File: src/rtl/cfg_spi_pkg.sv
package cfg_spi_pkg;
  localparam int CTRL_ADDR  = 12;
  localparam int MR_POS     = 22;
  localparam int LESYNC_POS = 20;
  localparam int LEVEL_POS  = 27;
  localparam int MUX_POS    = 28;
  localparam int MUX_W      = 4;
  localparam int RB_POS     = 14;
  localparam int RB_W       = 6;
  localparam int INT_POS    = 4;
  localparam int INT_W      = 16;
  localparam int FRAC_POS   = 4;
  localparam int FRAC_W     = 7;

  localparam logic [MUX_W-1:0] MX_HIZ     = 4'd0;
  localparam logic [MUX_W-1:0] MX_HIGH    = 4'd1;
  localparam logic [MUX_W-1:0] MX_LOW     = 4'd2;
  localparam logic [MUX_W-1:0] MX_REFDIV  = 4'd3;
  localparam logic [MUX_W-1:0] MX_FBDIV   = 4'd4;
  localparam logic [MUX_W-1:0] MX_LOCK    = 4'd5;
  localparam logic [MUX_W-1:0] MX_ECHO    = 4'd6;
  localparam logic [MUX_W-1:0] MX_RDBK    = 4'd7;
  localparam logic [MUX_W-1:0] MX_REFHALF = 4'd8;
  localparam logic [MUX_W-1:0] MX_FBHALF  = 4'd9;

  localparam logic [RB_W-1:0] RB_INT  = 6'd1;
  localparam logic [RB_W-1:0] RB_FRAC = 6'd2;
endpackage

File: src/rtl/cfg_edge_sync.sv
module cfg_edge_sync #(
  parameter int N      = 4,
  parameter int STAGES = 2
) (
  input  logic         clk,
  input  logic         rst,
  input  logic [N-1:0] async_in,
  output logic [N-1:0] sync_lvl,
  output logic [N-1:0] rise,
  output logic [N-1:0] fall
);
  for (genvar g = 0; g < N; g++) begin : g_chan
    logic [STAGES:0] chain;
    always_ff @(posedge clk) begin
      if (rst) chain <= '0;
      else     chain <= {chain[STAGES-1:0], async_in[g]};
    end
    assign sync_lvl[g] = chain[STAGES-1];
    assign rise[g]     = chain[STAGES-1] & ~chain[STAGES];
    assign fall[g]     = ~chain[STAGES-1] & chain[STAGES];
  end
endmodule

File: src/rtl/cfg_latch_ctrl.sv
module cfg_latch_ctrl #(
  parameter int W = 32
) (
  input  logic         clk,
  input  logic         rst,
  input  logic         sclk_rise,
  input  logic         sdata_lvl,
  input  logic         le_rise,
  input  logic         ref_fall,
  input  logic         sync_mode,
  output logic         fire,
  output logic [W-1:0] fire_word,
  output logic         pending
);
  logic [W-1:0] shift_q;
  logic [W-1:0] pend_word;

  always_ff @(posedge clk) begin
    if (rst) begin
      shift_q   <= '0;
      pend_word <= '0;
      pending   <= 1'b0;
      fire      <= 1'b0;
      fire_word <= '0;
    end else begin
      fire <= 1'b0;
      if (sclk_rise) shift_q <= {shift_q[W-2:0], sdata_lvl};
      if (le_rise) begin
        if (sync_mode) begin
          pending   <= 1'b1;
          pend_word <= shift_q;
        end else begin
          fire      <= 1'b1;
          fire_word <= shift_q;
        end
      end else if (pending && ref_fall) begin
        fire      <= 1'b1;
        fire_word <= pend_word;
        pending   <= 1'b0;
      end
    end
  end
endmodule

File: src/rtl/cfg_reg_file.sv
module cfg_reg_file
  import cfg_spi_pkg::*;
#(
  parameter int W        = 32,
  parameter int NUM_REGS = 14,
  parameter int AW       = 4
) (
  input  logic                  clk,
  input  logic                  rst,
  input  logic                  wr_en,
  input  logic [W-1:0]          wr_word,
  output logic [NUM_REGS*W-1:0] regs_flat
);
  localparam logic [AW:0] REG_LIMIT = (AW+1)'(NUM_REGS);

  logic [W-1:0]  bank [NUM_REGS];
  logic [AW-1:0] wr_addr;
  logic          addr_ok;
  logic          mr_hit;

  assign wr_addr = wr_word[AW-1:0];
  assign addr_ok = {1'b0, wr_addr} < REG_LIMIT;
  assign mr_hit  = bank[CTRL_ADDR][MR_POS];

  always_ff @(posedge clk) begin
    if (rst || mr_hit) begin
      for (int i = 0; i < NUM_REGS; i++) bank[i] <= '0;
    end else if (wr_en && addr_ok) begin
      bank[wr_addr] <= wr_word;
    end
  end

  for (genvar g = 0; g < NUM_REGS; g++) begin : g_flat
    assign regs_flat[g*W +: W] = bank[g];
  end
endmodule

File: src/rtl/cfg_mux_out.sv
module cfg_mux_out
  import cfg_spi_pkg::*;
#(
  parameter int W = 32
) (
  input  logic              clk,
  input  logic              rst,
  input  logic [MUX_W-1:0]  mux_sel,
  input  logic [RB_W-1:0]   rb_sel,
  input  logic              level_bit,
  input  logic [INT_W-1:0]  int_field,
  input  logic [FRAC_W-1:0] frac_field,
  input  logic              fire,
  input  logic [W-1:0]      fire_word,
  input  logic              sclk_rise,
  input  logic              ref_div,
  input  logic              fb_div,
  input  logic              lock_det,
  output logic              mux_out,
  output logic              mux_oe,
  output logic              level_hi
);
  logic         reload_q;
  logic [W-1:0] out_sh;
  logic [W-1:0] rb_val;
  logic         ref_q, fb_q, ref_half, fb_half;
  logic         pin_val, pin_en;

  always_comb begin
    rb_val = '0;
    case (rb_sel)
      RB_INT:  rb_val[INT_W-1:0]  = int_field;
      RB_FRAC: rb_val[FRAC_W-1:0] = frac_field;
      default: rb_val = '0;
    endcase
  end

  always_ff @(posedge clk) begin
    if (rst) begin
      reload_q <= 1'b0;
      out_sh   <= '0;
    end else begin
      reload_q <= fire;
      if (reload_q) out_sh <= (mux_sel == MX_RDBK) ? rb_val : fire_word;
      else if (sclk_rise) out_sh <= {out_sh[W-2:0], 1'b0};
    end
  end

  always_ff @(posedge clk) begin
    if (rst) begin
      ref_q <= 1'b0; fb_q <= 1'b0; ref_half <= 1'b0; fb_half <= 1'b0;
    end else begin
      ref_q <= ref_div;
      fb_q  <= fb_div;
      if (ref_div && !ref_q) ref_half <= ~ref_half;
      if (fb_div && !fb_q)   fb_half  <= ~fb_half;
    end
  end

  always_comb begin
    pin_en  = 1'b1;
    pin_val = 1'b0;
    case (mux_sel)
      MX_HIGH:    pin_val = 1'b1;
      MX_LOW:     pin_val = 1'b0;
      MX_REFDIV:  pin_val = ref_div;
      MX_FBDIV:   pin_val = fb_div;
      MX_LOCK:    pin_val = lock_det;
      MX_ECHO:    pin_val = out_sh[W-1];
      MX_RDBK:    pin_val = out_sh[W-1];
      MX_REFHALF: pin_val = ref_half;
      MX_FBHALF:  pin_val = fb_half;
      default:    pin_en  = 1'b0;
    endcase
  end

  always_ff @(posedge clk) begin
    if (rst) begin
      mux_out  <= 1'b0;
      mux_oe   <= 1'b0;
      level_hi <= 1'b0;
    end else begin
      mux_out  <= pin_val;
      mux_oe   <= pin_en;
      level_hi <= level_bit;
    end
  end
endmodule

File: src/rtl/cfg_spi_bank.sv
module cfg_spi_bank
  import cfg_spi_pkg::*;
#(
  parameter int W           = 32,
  parameter int NUM_REGS    = 14,
  parameter int AW          = 4,
  parameter int SYNC_STAGES = 2
) (
  input  logic                  clk,
  input  logic                  rst,
  input  logic                  spi_clk,
  input  logic                  spi_data,
  input  logic                  spi_le,
  input  logic                  ref_clk,
  input  logic                  ref_div,
  input  logic                  fb_div,
  input  logic                  lock_det,
  output logic                  mux_out,
  output logic                  mux_oe,
  output logic                  level_hi,
  output logic [NUM_REGS*W-1:0] cfg_flat
);
  localparam int CTRL_BASE = CTRL_ADDR * W;

  logic [3:0]   s_lvl, s_rise, s_fall;
  logic         sclk_rise, le_rise, ref_fall, sdata_lvl;
  logic         sync_mode;
  logic         fire, pending;
  logic [W-1:0] fire_word;
  logic         unused_edges;

  cfg_edge_sync #(.N(4), .STAGES(SYNC_STAGES)) u_sync (
    .clk(clk), .rst(rst),
    .async_in({ref_clk, spi_le, spi_data, spi_clk}),
    .sync_lvl(s_lvl), .rise(s_rise), .fall(s_fall)
  );

  assign sclk_rise = s_rise[0];
  assign sdata_lvl = s_lvl[1];
  assign le_rise   = s_rise[2];
  assign ref_fall  = s_fall[3];
  assign unused_edges = ^{s_lvl[0], s_lvl[2], s_lvl[3], s_rise[1], s_rise[3],
                          s_fall[0], s_fall[1], s_fall[2]};

  assign sync_mode = cfg_flat[CTRL_BASE + LESYNC_POS];

  cfg_latch_ctrl #(.W(W)) u_latch (
    .clk(clk), .rst(rst),
    .sclk_rise(sclk_rise), .sdata_lvl(sdata_lvl),
    .le_rise(le_rise), .ref_fall(ref_fall), .sync_mode(sync_mode),
    .fire(fire), .fire_word(fire_word), .pending(pending)
  );

  cfg_reg_file #(.W(W), .NUM_REGS(NUM_REGS), .AW(AW)) u_regs (
    .clk(clk), .rst(rst), .wr_en(fire), .wr_word(fire_word),
    .regs_flat(cfg_flat)
  );

  cfg_mux_out #(.W(W)) u_mux (
    .clk(clk), .rst(rst),
    .mux_sel(cfg_flat[CTRL_BASE + MUX_POS +: MUX_W]),
    .rb_sel(cfg_flat[CTRL_BASE + RB_POS +: RB_W]),
    .level_bit(cfg_flat[CTRL_BASE + LEVEL_POS]),
    .int_field(cfg_flat[INT_POS +: INT_W]),
    .frac_field(cfg_flat[W + FRAC_POS +: FRAC_W]),
    .fire(fire), .fire_word(fire_word), .sclk_rise(sclk_rise),
    .ref_div(ref_div), .fb_div(fb_div), .lock_det(lock_det),
    .mux_out(mux_out), .mux_oe(mux_oe), .level_hi(level_hi)
  );
endmodule

File: config.mk
export PLATFORM = sky130hd
export DESIGN_NAME = cfg_spi_bank
export DESIGN_NICKNAME = d
export VERILOG_FILES = /design/src/rtl/cfg_spi_pkg.sv /design/src/rtl/cfg_edge_sync.sv /design/src/rtl/cfg_latch_ctrl.sv /design/src/rtl/cfg_reg_file.sv /design/src/rtl/cfg_mux_out.sv /design/src/rtl/cfg_spi_bank.sv
export SDC_FILE = /design/constraint.sdc
export NUM_CORES = 1
export LEC_CHECK = 0
export CAP_MARGIN = 0
export CELL_PAD_IN_SITES_DETAIL_PLACEMENT = 1
export CELL_PAD_IN_SITES_GLOBAL_PLACEMENT = 1
export CORE_MARGIN = 5
export CORE_UTILIZATION = 46
export CTS_BUF_LIST = sky130_fd_sc_hd__clkbuf_8
export CTS_CLUSTER_DIAMETER = 60
export CTS_CLUSTER_SIZE = 24
export DETAILED_ROUTE_END_ITERATION = 12
export PLACE_DENSITY_LB_ADDON = 0.1
export SYNTH_ARGS = -nofsm -noshare
export SYNTH_HDL_FRONTEND = slang
export SYNTH_SLANG_ARGS = --single-unit
export TNS_END_PERCENT = 5
File: constraint.sdc
create_clock -name clk -period 8.15 [get_ports clk]
set_clock_uncertainty 0.2 [all_clocks]
set_input_delay 1.63 -clock clk [delete_from_list [all_inputs] [get_ports clk]]
set_output_delay 1.63 -clock clk [all_outputs]
set_load 0.02 [all_outputs]
# After elaboration in Yosys (flattened, before gate mapping)
# Memories as Yosys holds them, arrays and structs flattened.
# Index checks and enable logic that the tools add are counted.
[word_totals] reg_bits=149 mem_bits_rw=448 input_bits=9 out_inout_bits=451 elab_cells=80 memories=1
[classes] magnitude_cmp=1 n_eq_ne=13 n_mux=24 n_bitwise=8 reduce_logical=15
[mem_list] name="u_regs.bank" words=14 width=32 read_ports=14 rd_ports_with_merged_regs=0 write_ports=14 line="cfg_reg_file.sv:16" source="logic [W-1:0] bank [NUM_REGS];"
[ops] op="2-to-1 mux 32 bit" n=7
[ops] op="OR reduction 32 bit" n=1
[ops] op="== test 4 x 3 -> 1 bit, second input constant" n=4
[ops] op="case mux 7 bit (2 select lines)" n=1
[ops] op="2-to-1 mux 1 bit" n=13
[ops] op="2-to-1 mux 9 bit" n=1
[ops] op="OR reduction 9 bit" n=1
[ops] op="== test 4 x 2 -> 1 bit, second input constant" n=2
[ops] op="== test 4 bit, second input constant" n=2
[ops] op="case mux 1 bit (7 select lines)" n=1
[ops] op="== test 6 x 1 -> 1 bit, second input constant" n=1
[ops] op="== test 6 x 2 -> 1 bit, second input constant" n=1
[ops] op="AND reduction 2 bit" n=3
[ops] op="NOT 1 bit" n=5
[ops] op="== test 4 x 1 -> 1 bit, second input constant" n=1
[ops] op="logical AND 1 bit" n=4
[ops] op="less-than comparator 4 bit, second input constant" n=1
[ops] op="2-to-1 mux 4 bit" n=1
[ops] op="inequality test 2 bit, second input constant" n=2
[ops] op="nonzero test 2 bit" n=2
[ops] op="bitwise AND 1 bit" n=3
[ops] op="zero test 1 bit" n=2
[ops] op="OR reduction 2 bit" n=1
[ops] op="logical OR 1 bit" n=1

# Depth between registers and ports, before layout
[depth] ltp_word=7 depth_mapped=6 depth_no_buf=3

# Modules after synthesis
# Synthesis repeated with hierarchy kept, for this count alone.
[hier_totals] hier_cells=1799 hier_area_um2=24189.4
[modules_own_cells] mod="cfg_reg_file" n_inst=1 cells_each=1131 area_per_inst_um2=17920.9 seq_area_each_um2=13452.9
[modules_own_cells] mod="cfg_latch_ctrl" n_inst=1 cells_each=401 area_per_inst_um2=3816.2 seq_area_each_um2=1961.9
[modules_own_cells] mod="cfg_mux_out" n_inst=1 cells_each=230 area_per_inst_um2=2005.7 seq_area_each_um2=800.8
[modules_own_cells] mod="cfg_edge_sync" n_inst=1 cells_each=37 area_per_inst_um2=446.7 seq_area_each_um2=240.2

# Worst setup path after synthesis
# OpenSTA, ideal clock, no wires.
[synth_timing] path_type="input to register" from="input rst" to="memory u_regs.bank[13][0] (enable)" setup_ns=0.390 t_arrival_ns=3.376 required_time_ns=7.560 path_slack_ns=4.184 cell_stages=5 cell_sequence="or4b_4 > buf_6 > nor3_2 > buf_2 > or3_1"
[synth_lines] item="start: declaration" line="cfg_spi_bank.sv:10" source="input logic rst,"
[synth_lines] item="end: declaration" line="cfg_reg_file.sv:16"

==> flow_metrics.tcl <==
set metrics [dict create \
    outcome "complete, no violations" \
    p_seq_share_pct 61.0 \
    synth-edff-count 448 \
    internal_power_uw 4209 \
    clock_path_buffers 3 \
    reg2reg_slack_ns 4.49 \
    power_switching_share_pct 26.29 \
    rsz0062_at_grt "no" \
    top_layer "met4" \
    grt_pass1_vias 15350 \
    cp_max_fo 84 \
    crit_path_end "u_regs.bank[4][9]" \
    grtUsageTotal_pct 27.71 \
    synth_compound_area_share_pct 5.991 \
    timing.hold.ws_ns 0.2510 \
    arrival_ns 4.43 \
    post-route-period-util_pct 52.64 \
    hold_viol 0 \
    p_total_uw 5710 \
    insertion_delay_ns 0.65 \
    die_area_mm2 0.05385 \
    dr_wl_met3_um 6584 \
    synthArstFlopShare_pct 0 \
    p_clk_share_pct 29.8 \
    cts_tree "done" \
    die_h_um 232.1 \
    grt_max_degree 86 \
    drt-wirelength-per-cell_um 27.77 \
    cts_hold_buf 0 \
    synthSimpleGateAreaFrac_pct 16.85 \
    ys_warn_count 0 \
    mostFrequentLayoutCells "458 x clkdlybuf4s50_1, 448 x edfxtp_1, 392 x and2_1" \
    fillers 4824 \
    criticalPathCategory "input pin to flip-flop" \
    wl_met1_um 27680 \
    nNetsFinal 2092 \
    syn_area_per_cell_um2 13.56 \
    fin_setup_tns_ns 0 \
    ant_nets 0 \
    startpoint "rst" \
    max_freq_ghz 0.2331 \
    initial_core_util_pct 46.43 \
    muxShareOfSynthArea_pct 1.809 \
    reg2regPathDepth 4 \
    synth_xor_area_share_pct 0.07723 \
    final_common_cell "clkdlybuf4s50_1" \
    setup.worst_path.start_class "input pin" \
    core_mm2 0.04885 \
    cts_setup_buffers 0 \
    maxSlewViolCount 0 \
    ios 460 \
    r2r_start "u_regs.bank[12][22]" \
    power_density_mw_per_mm2 198.2 \
    cts_max_level 2 \
    max_slew_margin_pct 11.31 \
    cts_resized 0 \
    crit-reg2reg-capture "u_regs.bank[4][9]" \
    synth.distinct_cells 44 \
    synthCells 1673 \
    drc 0 \
    worstPathRequired_ns 8.29 \
    dr_wl_met2_um 39680 \
    worst_hold_path_type "flip-flop to flip-flop" \
    synth_seq_area_share_pct 72.46 \
    first_pass_iters 5 \
    via_per_inst 5.457 \
    cts_buffers 41 \
    first_iter_violations 1394 \
    wirelength_um 77130 \
    syn2layout_area_growth_pct 27.03 \
    port_buffers 459 \
    irDropWorstVdd_v 0.0001172 \
    grt_pass1_wl_um 108600 \
    antenna_found_initial 7 \
    synthFlopType "edfxtp_1" \
    synth_area_mm2 0.02268 \
    overflow 0 \
    gp_congestion 0.8440 \
    clock_sinks 597 \
    synth_top_family_by_area "simple AND/OR/NAND/NOR gates" \
    drv_cap 0 \
    finalSetupViolations 0 \
    die_w_um 232.1 \
    clock-root-buffer "clkbuf_8" \
    worst_pin_slew_ns 1.329 \
    ys_seq_elements 597 \
    endpoint_kind "flip-flop" \
    layout-drive-gt1-share_pct 5.963 \
    power_switching_uw 1501 \
    pwr-share-comb_pct 9.1 \
    row_count 81 \
    n_antenna_cell 0 \
    synthAdderAreaFrac_pct 0 \
    path_clk_slew_ns 0.11 \
    dpl.hpwl_um 53400 \
    leakage_uw 0.01046 \
    num_vias 15150 \
    fin_crit_ns 4.290 \
]
layout make-up:
type                    instances  area, µm²  share of cell area (%)
clock buffers                  44      605.6                   2.102
multi-input cells             950       5791                   20.10
repair buffers                488       4810                   16.69
well taps                     664      830.8                   2.883
inverters                       5      18.77                 0.06514
clock inverters                29      321.6                   1.116
flip-flops and latches        597      16440                   57.04
per-layer routing:
metal / vias up / global-route usage (%)
li1: 6682 / -
met1: 7745 / 32.77
met2: 602 / 48.97
met3: 124 / 6.603
met4: 0 / 10.88
met5: - / 0
state kept, by name, summed over array words and instances (netlist names), 11 cells and up:
| signal | cells |
|---|---|
| u_regs.bank | 448 |
| u_latch.fire_word | 32 |
| u_latch.pend_word | 32 |
| u_latch.shift_q | 32 |
| u_mux.out_sh | 32 |
| u_sync.g_chan.chain | 11 |
worst max-delay path: stages:
cell	delay, ns
buf_4	0.31
or4b_4	0.73
nor3_4	0.72
or3_1	0.60
buf_4	0.36
per-stage QoR:
step                utilization (%)  cells  setup WS [ns]  cell area, µm²
detailed placement            57.08   2704          3.206           27890
global route                  58.98   2777          3.697           28810
CTS                           58.98   2777          3.905           28810
floorplan                         -   1703          4.184           22790
finish                        58.98   2777          3.860           28810
global placement              57.08   2704          3.316           27890
power by group through the flow:
stage	Sequential, µW	Clock (µW)	Combinational, µW
after floorplan	3630	0	111
after CTS	3490	1740	526
after global placement	3550	0	516
after global routing	3500	1860	540
after detailed placement	3560	0	525
final	3490	1700	521
synthesized netlist by cell type (2+ instances only):
library cell | n | area [µm²]
clkbuf_1 | 109 | 409.1
a311oi_1 | 23 | 201.4
or3_1 | 14 | 87.58
and3b_1 | 8 | 70.07
buf_4 | 3 | 22.52
nor3_1 | 16 | 80.08
nor3_2 | 6 | 60.06
nand2b_1 | 4 | 25.02
and3_1 | 5 | 31.28
dfxtp_1 | 149 | 2983
nor4_1 | 2 | 12.51
nand2_1 | 161 | 604.3
buf_2 | 23 | 115.1
nand4_1 | 23 | 143.9
buf_1 | 14 | 52.55
a211oi_1 | 70 | 525.5
or2_2 | 2 | 12.51
nor2_1 | 4 | 15.01
nor2b_1 | 23 | 143.9
xnor2_1 | 2 | 17.52
a221oi_1 | 11 | 96.34
inv_1 | 5 | 18.77
and2_1 | 392 | 2452
mux2i_1 | 41 | 410.4
edfxtp_1 | 448 | 13450
a21oi_1 | 97 | 485.5
worst min path at each step:
stage,slack [ns],cells past startpoint,endpoint,from
after floorplan,0.21,1,u_sync.g_chan[0].chain[1],u_sync.g_chan[0].chain[0]
after global placement,0.23,1,u_sync.g_chan[3].chain[1],u_sync.g_chan[3].chain[0]
after detailed placement,0.24,1,u_sync.g_chan[3].chain[1],u_sync.g_chan[3].chain[0]
after CTS,0.26,2,u_latch.shift_q[0],u_sync.g_chan[1].chain[1]
after global routing,0.27,1,u_sync.g_chan[0].chain[1],u_sync.g_chan[0].chain[0]
final,0.25,2,u_latch.shift_q[0],u_sync.g_chan[1].chain[1]
kinds of logic after synthesis:
group | Yosys count
simple gates | 669
flops | 597
compound gates | 207
buf+inv | 156
mux | 41
xor+xnor | 2
other cells | 1
No activity file was read; power rests on OpenSTA's default activity.
